**config.mk**
```make
export PLATFORM = sky130hd
export DESIGN_NAME = mem_prot_check
export DESIGN_NICKNAME = d
export VERILOG_FILES = /design/src/rtl/mpc_pkg.sv /design/src/rtl/mpc_desc_bank.sv /design/src/rtl/mpc_range_match.sv /design/src/rtl/mpc_rights_merge.sv /design/src/rtl/mem_prot_check.sv
export SDC_FILE = /design/constraint.sdc
export NUM_CORES = 2
export LEC_CHECK = 0
export CAP_MARGIN = 20
export CELL_PAD_IN_SITES_DETAIL_PLACEMENT = 1
export CELL_PAD_IN_SITES_GLOBAL_PLACEMENT = 1
export CORE_MARGIN = 2
export CORE_UTILIZATION = 54
export CTS_BUF_LIST = sky130_fd_sc_hd__clkbuf_8
export DETAILED_ROUTE_END_ITERATION = 12
export DONT_BUFFER_PORTS = 1
export PLACE_DENSITY_LB_ADDON = 0.1
export SLEW_MARGIN = 15
export SYNTH_ARGS = -nofsm -noshare
export SYNTH_HDL_FRONTEND = slang
export SYNTH_SLANG_ARGS = --single-unit
```
**constraint.sdc**
```tcl
create_clock -name clk -period 6.9 [get_ports clk]
set_clock_uncertainty 0.2 [all_clocks]
set_input_delay 0.69 -clock clk [delete_from_list [all_inputs] [get_ports clk]]
set_output_delay 0.69 -clock clk [all_outputs]
set_load 0.02 [all_outputs]
```
**src/rtl/mpc_pkg.sv**
```systemverilog
// Shared definitions of the memory protection checker: access kind
// codes and the layout of the configuration register window.
package mpc_pkg;

    typedef enum logic [1:0] {
        ACC_READ  = 2'd0,
        ACC_WRITE = 2'd1,
        ACC_FETCH = 2'd2,
        ACC_RSVD  = 2'd3
    } acc_kind_e;

    localparam logic [1:0] WIN_SEL   = 2'd0;
    localparam logic [1:0] WIN_LOWER = 2'd1;
    localparam logic [1:0] WIN_UPPER = 2'd2;
    localparam logic [1:0] WIN_ATTR  = 2'd3;

    localparam int ATTR_WP_BIT  = 8;
    localparam int ATTR_NEX_BIT = 9;

endpackage

```
**src/rtl/mpc_desc_bank.sv**
```systemverilog
// Descriptor storage behind an indexed register window.
// Assumes N_MASTER <= ATTR_WP_BIT and ADDR_W <= DATA_W. Writes land on
// the clock edge; reads are combinational for the offset presented.
module mpc_desc_bank
    import mpc_pkg::*;
#(
    parameter int N_DESC   = 8,
    parameter int N_MASTER = 4,
    parameter int ADDR_W   = 23,
    parameter int GRAN_LSB = 3,
    parameter int DATA_W   = 32
) (
    input  logic                                     clk,
    input  logic                                     rst_n,
    input  logic                                     cfg_we,
    input  logic [1:0]                               cfg_addr,
    input  logic [DATA_W-1:0]                        cfg_wdata,
    output logic [DATA_W-1:0]                        cfg_rdata,
    output logic [N_DESC-1:0][ADDR_W-GRAN_LSB-1:0]   lo_blk,
    output logic [N_DESC-1:0][ADDR_W-GRAN_LSB-1:0]   hi_blk,
    output logic [N_DESC-1:0][N_MASTER-1:0]          mst_mask,
    output logic [N_DESC-1:0]                        wp,
    output logic [N_DESC-1:0]                        nex
);
    localparam int SEL_W = (N_DESC > 1) ? $clog2(N_DESC) : 1;
    localparam int BLK_W = ADDR_W - GRAN_LSB;

    logic [SEL_W-1:0] sel_q;

    // Update the index register or the selected descriptor field.
    always_ff @(posedge clk) begin
        if (!rst_n) begin
            sel_q <= '0;
            for (int i = 0; i < N_DESC; i++) begin
                lo_blk[i]   <= '1;
                hi_blk[i]   <= '0;
                mst_mask[i] <= '0;
                wp[i]       <= 1'b0;
                nex[i]      <= 1'b0;
            end
        end else if (cfg_we) begin
            case (cfg_addr)
                WIN_SEL:   sel_q <= cfg_wdata[SEL_W-1:0];
                WIN_LOWER: lo_blk[sel_q] <= cfg_wdata[ADDR_W-1:GRAN_LSB];
                WIN_UPPER: hi_blk[sel_q] <= cfg_wdata[ADDR_W-1:GRAN_LSB];
                default: begin
                    mst_mask[sel_q] <= cfg_wdata[N_MASTER-1:0];
                    wp[sel_q]       <= cfg_wdata[ATTR_WP_BIT];
                    nex[sel_q]      <= cfg_wdata[ATTR_NEX_BIT];
                end
            endcase
        end
    end

    // Read mux: present the field of the selected descriptor.
    always_comb begin
        cfg_rdata = '0;
        case (cfg_addr)
            WIN_SEL:   cfg_rdata[SEL_W-1:0] = sel_q;
            WIN_LOWER: cfg_rdata[ADDR_W-1:GRAN_LSB] = lo_blk[sel_q];
            WIN_UPPER: cfg_rdata[ADDR_W-1:GRAN_LSB] = hi_blk[sel_q];
            default: begin
                cfg_rdata[N_MASTER-1:0]  = mst_mask[sel_q];
                cfg_rdata[ATTR_WP_BIT]   = wp[sel_q];
                cfg_rdata[ATTR_NEX_BIT]  = nex[sel_q];
            end
        endcase
    end

    AST_LOWER_LANDS: assert property (@(posedge clk) disable iff (!rst_n)
        (cfg_we && cfg_addr == WIN_LOWER) |=>
            lo_blk[$past(sel_q)] == $past(cfg_wdata[ADDR_W-1:GRAN_LSB]));

    AST_UPPER_LANDS: assert property (@(posedge clk) disable iff (!rst_n)
        (cfg_we && cfg_addr == WIN_UPPER) |=>
            hi_blk[$past(sel_q)] == $past(cfg_wdata[ADDR_W-1:GRAN_LSB]));

    AST_IDLE_HOLDS: assert property (@(posedge clk) disable iff (!rst_n)
        !cfg_we |=> $stable(lo_blk) && $stable(hi_blk) && $stable(wp));

    logic [BLK_W-1:0] unused_blk_w;
    assign unused_blk_w = '0;
endmodule

```
**src/rtl/mpc_range_match.sv**
```systemverilog
// One descriptor comparator. Decides whether the access block lies in
// the inclusive bound pair for this master and whether a misaligned
// word starts in the last byte of the upper bound block.
// Assumes bounds and the address are already reduced to block numbers.
module mpc_range_match #(
    parameter int N_MASTER = 4,
    parameter int BLK_W    = 20,
    parameter int GRAN_LSB = 3,
    parameter int MID_W    = 2
) (
    input  logic                 clk,
    input  logic                 rst_n,
    input  logic [BLK_W-1:0]     lo_blk,
    input  logic [BLK_W-1:0]     hi_blk,
    input  logic [N_MASTER-1:0]  mst_mask,
    input  logic [BLK_W-1:0]     acc_blk,
    input  logic [GRAN_LSB-1:0]  acc_off,
    input  logic [MID_W-1:0]     acc_master,
    input  logic                 acc_word,
    output logic                 hit,
    output logic                 edge_fault
);
    logic ordered;

    // Bound comparison gated by bound order and master selection.
    always_comb begin
        ordered    = (lo_blk <= hi_blk);
        hit        = ordered && mst_mask[acc_master]
                     && (lo_blk <= acc_blk) && (acc_blk <= hi_blk);
        edge_fault = hit && acc_word && acc_off[0] && (&acc_off)
                     && (acc_blk == hi_blk);
    end

    AST_REVERSED_SILENT: assert property (@(posedge clk) disable iff (!rst_n)
        (lo_blk > hi_blk) |-> !hit);

    AST_MASK_GATES: assert property (@(posedge clk) disable iff (!rst_n)
        !mst_mask[acc_master] |-> !hit && !edge_fault);

    AST_EDGE_NEEDS_WORD: assert property (@(posedge clk) disable iff (!rst_n)
        !acc_word |-> !edge_fault);
endmodule

```
**src/rtl/mpc_rights_merge.sv**
```systemverilog
// Accumulates the restrictions of all covering descriptors and forms
// the verdict. Assumes hit, wp, nex and edge vectors share one index.
module mpc_rights_merge
    import mpc_pkg::*;
#(
    parameter int N_DESC = 8
) (
    input  logic [N_DESC-1:0] hit_vec,
    input  logic [N_DESC-1:0] wp_vec,
    input  logic [N_DESC-1:0] nex_vec,
    input  logic [N_DESC-1:0] edge_vec,
    input  acc_kind_e         kind,
    output logic              viol
);
    logic covered, eff_wp, eff_nex;

    // OR the flags of covering descriptors and apply them to the kind.
    always_comb begin
        covered = |hit_vec;
        eff_wp  = |(hit_vec & wp_vec);
        eff_nex = |(hit_vec & nex_vec);
        viol    = !covered
                  || (kind == ACC_WRITE && eff_wp)
                  || (kind == ACC_FETCH && eff_nex)
                  || (|edge_vec);
    end
endmodule

```
**src/rtl/mem_prot_check.sv**
```systemverilog
// Top of the memory protection checker. Ties the descriptor bank to one
// comparator per descriptor and to the rights merge, and registers the
// verdict once. Assumes a single clock and synchronous active-low reset.
module mem_prot_check
    import mpc_pkg::*;
#(
    parameter int N_DESC   = 8,
    parameter int N_MASTER = 4,
    parameter int ADDR_W   = 23,
    parameter int GRAN_LSB = 3,
    parameter int DATA_W   = 32
) (
    input  logic                                      clk,
    input  logic                                      rst_n,
    input  logic                                      cfg_we,
    input  logic [1:0]                                cfg_addr,
    input  logic [DATA_W-1:0]                         cfg_wdata,
    output logic [DATA_W-1:0]                         cfg_rdata,
    input  logic [ADDR_W-1:0]                         acc_addr,
    input  logic [((N_MASTER > 1) ? $clog2(N_MASTER) : 1)-1:0] acc_master,
    input  logic [1:0]                                acc_kind,
    input  logic                                      acc_word,
    output logic                                      acc_viol,
    output logic                                      acc_viol_q
);
    localparam int BLK_W = ADDR_W - GRAN_LSB;
    localparam int MID_W = (N_MASTER > 1) ? $clog2(N_MASTER) : 1;

    logic [N_DESC-1:0][BLK_W-1:0]    lo_blk, hi_blk;
    logic [N_DESC-1:0][N_MASTER-1:0] mst_mask;
    logic [N_DESC-1:0]               wp, nex, hit_vec, edge_vec;
    acc_kind_e                       kind;

    assign kind = acc_kind_e'(acc_kind);

    mpc_desc_bank #(
        .N_DESC(N_DESC), .N_MASTER(N_MASTER), .ADDR_W(ADDR_W),
        .GRAN_LSB(GRAN_LSB), .DATA_W(DATA_W)
    ) u_bank (
        .clk(clk), .rst_n(rst_n), .cfg_we(cfg_we), .cfg_addr(cfg_addr),
        .cfg_wdata(cfg_wdata), .cfg_rdata(cfg_rdata),
        .lo_blk(lo_blk), .hi_blk(hi_blk), .mst_mask(mst_mask),
        .wp(wp), .nex(nex)
    );

    for (genvar d = 0; d < N_DESC; d++) begin : g_cmp
        mpc_range_match #(
            .N_MASTER(N_MASTER), .BLK_W(BLK_W),
            .GRAN_LSB(GRAN_LSB), .MID_W(MID_W)
        ) u_cmp (
            .clk(clk), .rst_n(rst_n),
            .lo_blk(lo_blk[d]), .hi_blk(hi_blk[d]), .mst_mask(mst_mask[d]),
            .acc_blk(acc_addr[ADDR_W-1:GRAN_LSB]),
            .acc_off(acc_addr[GRAN_LSB-1:0]),
            .acc_master(acc_master), .acc_word(acc_word),
            .hit(hit_vec[d]), .edge_fault(edge_vec[d])
        );
    end

    mpc_rights_merge #(.N_DESC(N_DESC)) u_merge (
        .hit_vec(hit_vec), .wp_vec(wp), .nex_vec(nex),
        .edge_vec(edge_vec), .kind(kind), .viol(acc_viol)
    );

    // Registered copy of the verdict for timing-critical consumers.
    always_ff @(posedge clk) begin
        if (!rst_n) acc_viol_q <= 1'b0;
        else        acc_viol_q <= acc_viol;
    end

    AST_UNCOVERED_FAULT: assert property (@(posedge clk) disable iff (!rst_n)
        (hit_vec == '0) |-> acc_viol);

    AST_WRITE_BLOCKED: assert property (@(posedge clk) disable iff (!rst_n)
        (kind == ACC_WRITE && (hit_vec & wp) != '0) |-> acc_viol);

    AST_FETCH_BLOCKED: assert property (@(posedge clk) disable iff (!rst_n)
        (kind == ACC_FETCH && (hit_vec & nex) != '0) |-> acc_viol);

    AST_EDGE_FAULT: assert property (@(posedge clk) disable iff (!rst_n)
        (edge_vec != '0) |-> acc_viol);

    AST_READ_FREE: assert property (@(posedge clk) disable iff (!rst_n)
        (kind != ACC_WRITE && kind != ACC_FETCH && hit_vec != '0
         && edge_vec == '0) |-> !acc_viol);

    AST_REG_DELAY: assert property (@(posedge clk) disable iff (!rst_n)
        $past(rst_n) |-> acc_viol_q == $past(acc_viol));
endmodule

```
# [After elaboration in Yosys (flattened, before gate mapping)]
# Cells that the tools add are included.
[totals] reg_bits=372 latchBits=0 ramBits=0 mem_bits_ro=0 inputBits=65 output_inout_bits=34 word_cells=187 mem_count=0
[op_classes] addsub=0 n_mul=0 div=0 n_lt_le_gt_ge=27 eq_ne=12 shifts=0 n_mux=42 bitwise=3 n_reduce_logical=75
[ops] cell="$le A20 B20 Y1" count=24
[ops] cell="$bwmux W160" count=2
[ops] cell="$eq A20 B20 Y1" count=8
[ops] cell="$bmux W20 S3" count=2
[ops] cell="$demux W20 S3" count=1
[ops] cell="$mux W20" count=3
[ops] cell="$logic_and A1 B1 Y1" count=59
[ops] cell="$bwmux W32" count=1
[ops] cell="$reduce_or A8 Y1" count=4
[ops] cell="$pmux W13 S2" count=1
[ops] cell="$and A8 B8 Y8" count=2
[ops] cell="$bmux W1 S2" count=8
[ops] cell="$bwmux W8" count=2
[ops] cell="$bmux W4 S3" count=1
[ops] cell="$demux W4 S3" count=1
[ops] cell="$mux W1" count=11
[ops] cell="$mux W4" count=2
[ops] cell="$pmux W4 S2" count=1
[ops] cell="$reduce_and A2 Y1" count=4
[ops] cell="$bmux W1 S3" count=2
[ops] cell="$pmux W2 S3" count=1
[ops] cell="$pmux W3 S2" count=1
[ops] cell="$eq A2 B1 Y1 const B" count=2
[ops] cell="$eq A2 B2 Y1 const B" count=2
[ops] cell="12 further kinds" count=14

# [Depth between registers and ports, before layout]
[logic_depth] ltp_word=11 mapped_depth=11 depth_no_buf=11

# [By module]
# Synthesis repeated with hierarchy kept, for this count alone.
[unflattened] hier_cells=3683 area_unflattened_um2=29188.0
[modules_own_cells] mod="mpc_desc_bank" n_inst=1 cells_per_inst=2111 area_per_inst_um2=16869.9 seq_area_each_um2=7427.1
[modules_own_cells] mod="mpc_range_match" n_inst=8 cells_per_inst=194 area_per_inst_um2=1517.7 seq_area_each_um2=0.0
[modules_own_cells] mod="mpc_rights_merge" n_inst=1 cells_per_inst=18 area_per_inst_um2=150.1 seq_area_each_um2=0.0
[modules_own_cells] mod="mem_prot_check" n_inst=1 cells_per_inst=2 area_per_inst_um2=26.3 seq_area_each_um2=20.0

# [Least setup slack after synthesis]
# Ideal clock, no wire load.
[synth_path] path_type="input to output" from="in acc_addr[20]" to="out acc_viol" t_arrival_ns=2.910 required_time_ns=6.010 path_slack_ns=3.100 stages=11 n_path_buf=0 cell_sequence="inv_1 > ha_1 > nand4_2 > or4_1 > a21oi_1 > nand4b_1 > o21ai_2 > a32oi_1 > o2111ai_1 > o31ai_2 > nand4_1"
[synth_via] elab_chain_len=9 elab_cells_between_ends=84 classes_between="order compare (16); eq/ne (8); bitwise (2); reduce/logical (58)"
[synth_rtl] item="from (decl)" line_no="mem_prot_check.sv:19" rtl="input logic [ADDR_W-1:0] acc_addr,"
[synth_rtl] item="$le A20 B20 Y1" line_no="mpc_range_match.sv:29" rtl="&& (lo_blk <= acc_blk) && (acc_blk <= hi_blk);"
[synth_rtl] item="$logic_and A1 B1 Y1 (2 in a row)" line_no="mpc_range_match.sv:29"
[synth_rtl] item="$and A8 B8 Y8 / $logic_and A1 B1 Y1 (equally long branches)" line_no="mpc_rights_merge.sv:20, mpc_range_match.sv:30"
[synth_rtl] item="$reduce_or A8 Y1 / $logic_and A1 B1 Y1 (equally long branches)" line_no="mpc_rights_merge.sv:20, mpc_range_match.sv:30"
[synth_rtl] item="$logic_and A1 B1 Y1 (on tied branches)" line_no="mpc_rights_merge.sv:23, mpc_range_match.sv:30"
[synth_rtl] item="$logic_or A1 B1 Y1 / $logic_and A1 B1 Y1 (equally long branches)" line_no="mpc_rights_merge.sv:23, mpc_range_match.sv:31"
[synth_rtl] item="$logic_or A1 B1 Y1 / $reduce_or A8 Y1 (equally long branches)" line_no="mpc_rights_merge.sv:24, mpc_rights_merge.sv:25"
[synth_rtl] item="$logic_or A1 B1 Y1 (*)" line_no="mpc_rights_merge.sv:25" rtl="|| (|edge_vec);"
[synth_rtl] item="to (decl)" line_no="mem_prot_check.sv:23" rtl="output logic acc_viol,"
# Mark *: on every way between the ends. The rest lies on a longest branch, timed or not.

# [Worst setup path in the final report]
[layout_path] from="reg u_bank.hi_blk[58] in the netlist's numbering" to="out acc_viol"
[layout_via] elab_chain_len=10 elab_cells_between_ends=22 classes_between="order compare (2); eq/ne (1); bitwise (2); reduce/logical (17)"
[layout_rtl] item="from (decl)" line_no="mpc_desc_bank.sv:20" rtl="output logic [N_DESC-1:0][ADDR_W-GRAN_LSB-1:0] hi_blk,"
[layout_rtl] item="from (signal, indexed assignment)" line_no="mpc_desc_bank.sv:45" rtl="WIN_UPPER: hi_blk[sel_q] <= cfg_wdata[ADDR_W-1:GRAN_LSB];"
[layout_rtl] item="$le A20 B20 Y1" line_no="mpc_range_match.sv:27" rtl="ordered = (lo_blk <= hi_blk);"
[layout_rtl] item="$logic_and A1 B1 Y1" line_no="mpc_range_match.sv:28" rtl="hit = ordered && mst_mask[acc_master]"
[layout_rtl] item="$logic_and A1 B1 Y1 (2 in a row)" line_no="mpc_range_match.sv:29"
[layout_rtl] item="$and A8 B8 Y8 / $logic_and A1 B1 Y1 (equally long branches)" line_no="mpc_rights_merge.sv:20, mpc_range_match.sv:30"
[layout_rtl] item="$reduce_or A8 Y1 / $logic_and A1 B1 Y1 (equally long branches)" line_no="mpc_rights_merge.sv:20, mpc_range_match.sv:30"
[layout_rtl] item="$logic_and A1 B1 Y1 (on tied branches)" line_no="mpc_rights_merge.sv:23, mpc_range_match.sv:30"
[layout_rtl] item="$logic_or A1 B1 Y1 / $logic_and A1 B1 Y1 (equally long branches)" line_no="mpc_rights_merge.sv:23, mpc_range_match.sv:31"
[layout_rtl] item="$logic_or A1 B1 Y1 / $reduce_or A8 Y1 (equally long branches)" line_no="mpc_rights_merge.sv:24, mpc_rights_merge.sv:25"
[layout_rtl] item="$logic_or A1 B1 Y1 (*)" line_no="mpc_rights_merge.sv:25"
# Marks and branches as above.

==> metrics.json <==
{
  "status": {"value": "finished, violations left"},
  "violated_checks": {"value": "negative hold slack"},
  "cp_slowest_cell": {"value": "nor4bb_2"},
  "hold_path_startpoint": {"value": "cfg_wdata[9]"},
  "dp.cells": {"value": 3984},
  "fraction_of_layout_cells_with_a_size_suffix_above_1": {"value": 0.0594},
  "cts.hold.buffers_added": {"value": 31},
  "vias_in_the_first_global_route": {"value": 31100},
  "dieWidth": {"value": 227, "unit": "um"},
  "vias": {"value": 31000},
  "track_usage": {"value": 0.572},
  "wl_per_cell": {"value": 36.0, "unit": "um"},
  "maximum_fanout_count_along_the_critical_path": {"value": 3},
  "cp_num_cells": {"value": 10},
  "dp_hpwl": {"value": 102, "unit": "mm"},
  "post_layout_nonfiller_instances": {"value": 4169},
  "worst_setup_hold_path_clk_slew": {"value": 0.09, "unit": "ns"},
  "slew-limit-headroom": {"value": 0.147},
  "cellLeakagePower": {"value": 11.5, "unit": "nW"},
  "detail_route.wirelength": {"value": 150, "unit": "mm"},
  "wire_length_of_the_first_global_routing_pass": {"value": 212, "unit": "mm"},
  "clock-root-buffer": {"value": "clkbuf_8"},
  "grt_start_max_net_pins": {"value": 161},
  "worst_hold_slack": {"value": -0.00559, "unit": "ns"},
  "synthesis.area": {"value": 27000, "unit": "sq um"},
  "dieArea": {"value": 51700, "unit": "sq um"},
  "setup-tns-final": {"value": 0, "unit": "ns"},
  "clock_insertion_delay_worst_skew": {"value": 0.72, "unit": "ns"},
  "antenna_found_initial": {"value": 23},
  "worst_setup_path_start_kind": {"value": "flop"},
  "mostFrequentLayoutCell": {"value": "nand2_1"},
  "layout.nets": {"value": 3978},
  "multi_input_area": {"value": 18100, "unit": "sq um"},
  "clock_tree.htree_level_count": {"value": 3},
  "worst-slew-pin-transition": {"value": 1.26, "unit": "ns"},
  "initial_core_util": {"value": 0.548},
  "met1_usage": {"value": 0.626},
  "yosys_register_bits": {"value": 372},
  "cts_num_sinks": {"value": 372},
  "rows": {"value": 81},
  "layout_common_cells": {"value": "nand2_1 (779), ha_1 (485), dfxtp_1 (372)"},
  "slew_violations": {"value": 0},
  "timing.rr.end": {"value": "u_bank.lo_blk[131]$_SDFFE_PN1P_"},
  "synthFlopType": {"value": "dfxtp_1"},
  "maximum_ir_drop_on_the_vdd_rail": {"value": 205, "unit": "uV"},
  "grt_setup_unrepaired": {"value": "no"},
  "timing.reg2reg.worst_path_depth": {"value": 8},
  "grt_util_met3": {"value": 0.286},
  "syn2layout_area_growth": {"value": 9.00, "unit": "%"},
  "remaining_overflow_grt": {"value": 0},
  "crit_end": {"value": "acc_viol"},
  "dp_area": {"value": 27400, "unit": "sq um"},
  "cp_cell_sequence": {"value": "inv_1 -> ha_1 -> nand4_1 -> nor4bb_2 -> nand4_1 -> o31ai_1 -> nand3_1 -> o221ai_1 -> o311ai_1 -> nand4_1"},
  "power-per-cell-area": {"value": 183, "unit": "nW/um^2"},
  "max-clock-path-buffers": {"value": 3},
  "seqCellArea": {"value": 7450, "unit": "sq um"},
  "numCtsBuffers": {"value": 71},
  "edff_count_synth": {"value": 0},
  "yosys.cell_types.count": {"value": 74},
  "globalRouteMet2Util": {"value": 0.802},
  "synth_warnings": {"value": 0},
  "routability_congestion_estimate_from_global_placement": {"value": 1.08},
  "timing.hold.worst.class": {"value": "primary input to flop"},
  "detail-route-antenna-nets": {"value": 0},
  "cp_delay_by_family_top": {"value": "simple AND/OR/NAND/NOR gates"},
  "synthTopCellsByArea": {"value": "dfxtp_1 (28%), ha_1 (23%), nand2_1 (11%)"},
  "drt_pre_antenna_iters": {"value": 7},
  "finalSetupViolCount": {"value": 0},
  "filler_instances": {"value": 6008},
  "fmax": {"value": 178, "unit": "MHz"},
  "io_pins": {"value": 99},
  "initialDrtViolationCount": {"value": 4969},
  "critPathCaptureType": {"value": "output port"},
  "period_minus_slack": {"value": 5.63, "unit": "ns"},
  "synthesized_instance_count": {"value": 3485},
  "grt_busiest_layer": {"value": "met2"},
  "die_h": {"value": 227, "unit": "um"},
  "tritoncts": {"value": "yes"},
  "final_area": {"value": 29400, "unit": "sq um"},
  "final_min_period_over_clock_period": {"value": 0.816},
  "synth-async-reset-ratio": {"value": 0},
  "synth_top_area_share": {"value": 0.276},
  "worst_setup_path_type": {"value": "flop to output port"},
  "critical-path-max-stage-delay": {"value": 1.18, "unit": "ns"},
  "synth_area_leader_cell": {"value": "dfxtp_1"},
  "core_ar": {"value": 49200, "unit": "sq um"},
  "worst-r2r-setup-slack": {"value": 2.02, "unit": "ns"},
  "final-hold-violation-count": {"value": 1},
  "critPathMostFrequentCell": {"value": "nand4_1"},
  "postCtsSetupBuffers": {"value": 0},
  "drc": {"value": 0},
  "power": {"value": 5.37, "unit": "mW"},
  "syn_avg_cell_area": {"value": 7.73, "unit": "sq um"},
  "startpoint": {"value": "u_bank.hi_blk[58]$_SDFFE_PN0P_"},
  "detail_routed_via_count_per_cell": {"value": 7.43},
  "cp.buffers_inverters": {"value": 1},
  "cts_resized": {"value": 0},
  "arrival": {"value": 4.74, "unit": "ns"},
  "place.port_buffers": {"value": 0},
  "critical_path.reg2reg.startpoint": {"value": "u_bank.sel_q[2]$_SDFFE_PN0P_"},
  "seq_area_frac_synth": {"value": 0.276},
  "cp_data_required_time": {"value": 6.01, "unit": "ns"},
  "timing.max_cap.violations": {"value": 0}
}
stage by stage:
step / worst slack [ns] / util
after floorplan: 3.10 / -
after global routing: 1.40 / 0.597
final: 1.27 / 0.598
after CTS: 1.54 / 0.595
after global placement: 2.24 / 0.557
after detailed placement: 2.17 / 0.557
cell type report:
| cell class | count | area share |
|---|---|---|
| flip-flops and latches | 372 | 0.253 |
| clock buffers | 93 | 0.0436 |
| repair buffers | 73 | 0.0238 |
| well taps | 664 | 0.0283 |
| multi-input cells | 2708 | 0.615 |
| diodes | 23 | 0.00196 |
| inverters | 202 | 0.0260 |
| clock inverters | 34 | 0.00830 |
state kept, by name, indices dropped and copies added, names as in the netlist:
name,flops
u_bank.sel_q,3
u_bank.wp,8
u_bank.nex,8
acc_viol_q,1
u_bank.hi_blk,160
u_bank.lo_blk,160
u_bank.mst_mask,32
routing by layer:
| layer | vias to the layer above | part of all wire |
|---|---|---|
| li1 | 12400 | - |
| met1 | 14800 | 0.34 |
| met3 | 1042 | 0.15 |
| met2 | 2723 | 0.40 |
| met4 | 10 | 0.12 |
| met5 | - | 0.00047 |
where the power goes:
group          switching [mW]  total [mW]  internal (mW)
clock                    1.14        2.46           1.33
sequential             0.0245        2.19           2.16
combinational           0.502       0.721          0.219
total                    1.66        5.37           3.71
Yosys cell counts, drive strengths merged, types with 23 or more instances:
master / count
nand2: 779
dfxtp: 372
nand4: 129
ha: 485
a21o: 29
a22oi: 182
and4: 23
o211ai: 26
clkbuf: 182
buf: 29
nor2b: 46
nor2: 86
o21ai: 82
inv: 201
a21oi: 366
mux2i: 39
nand3: 232
kinds of logic (layout without fill, tap and decap cells):
family | count (synthesis) | after routing | share of synthesized area
simple gates | 1378 | 1378 | 0.232
fa+ha+maj | 485 | 485 | 0.225
other cells | 1 | 32 | 0.000139
flops | 372 | 372 | 0.276
mux | 52 | 52 | 0.0241
buf+inv | 413 | 402 | 0.0599
compound gates | 784 | 784 | 0.182
worst min path at each step:
| stage | end | slack [ns] | depth (start not counted) |
|---|---|---|---|
| global route | u_bank.hi_blk[121]$_SDFFE_PN0P_ | 0.006 | 2 |
| detailed placement | u_bank.hi_blk[54]$_SDFFE_PN0P_ | 0.27 | 2 |
| CTS | u_bank.wp[3]$_SDFFE_PN0P_ | 0.0004 | 2 |
| finish | u_bank.nex[1]$_SDFFE_PN0P_ | -0.006 | 2 |
| global placement | u_bank.hi_blk[3]$_SDFFE_PN0P_ | 0.26 | 2 |
| floorplan | u_bank.hi_blk[101]$_SDFFE_PN0P_ | 0.25 | 2 |
(Power assumes the default switching activity.)
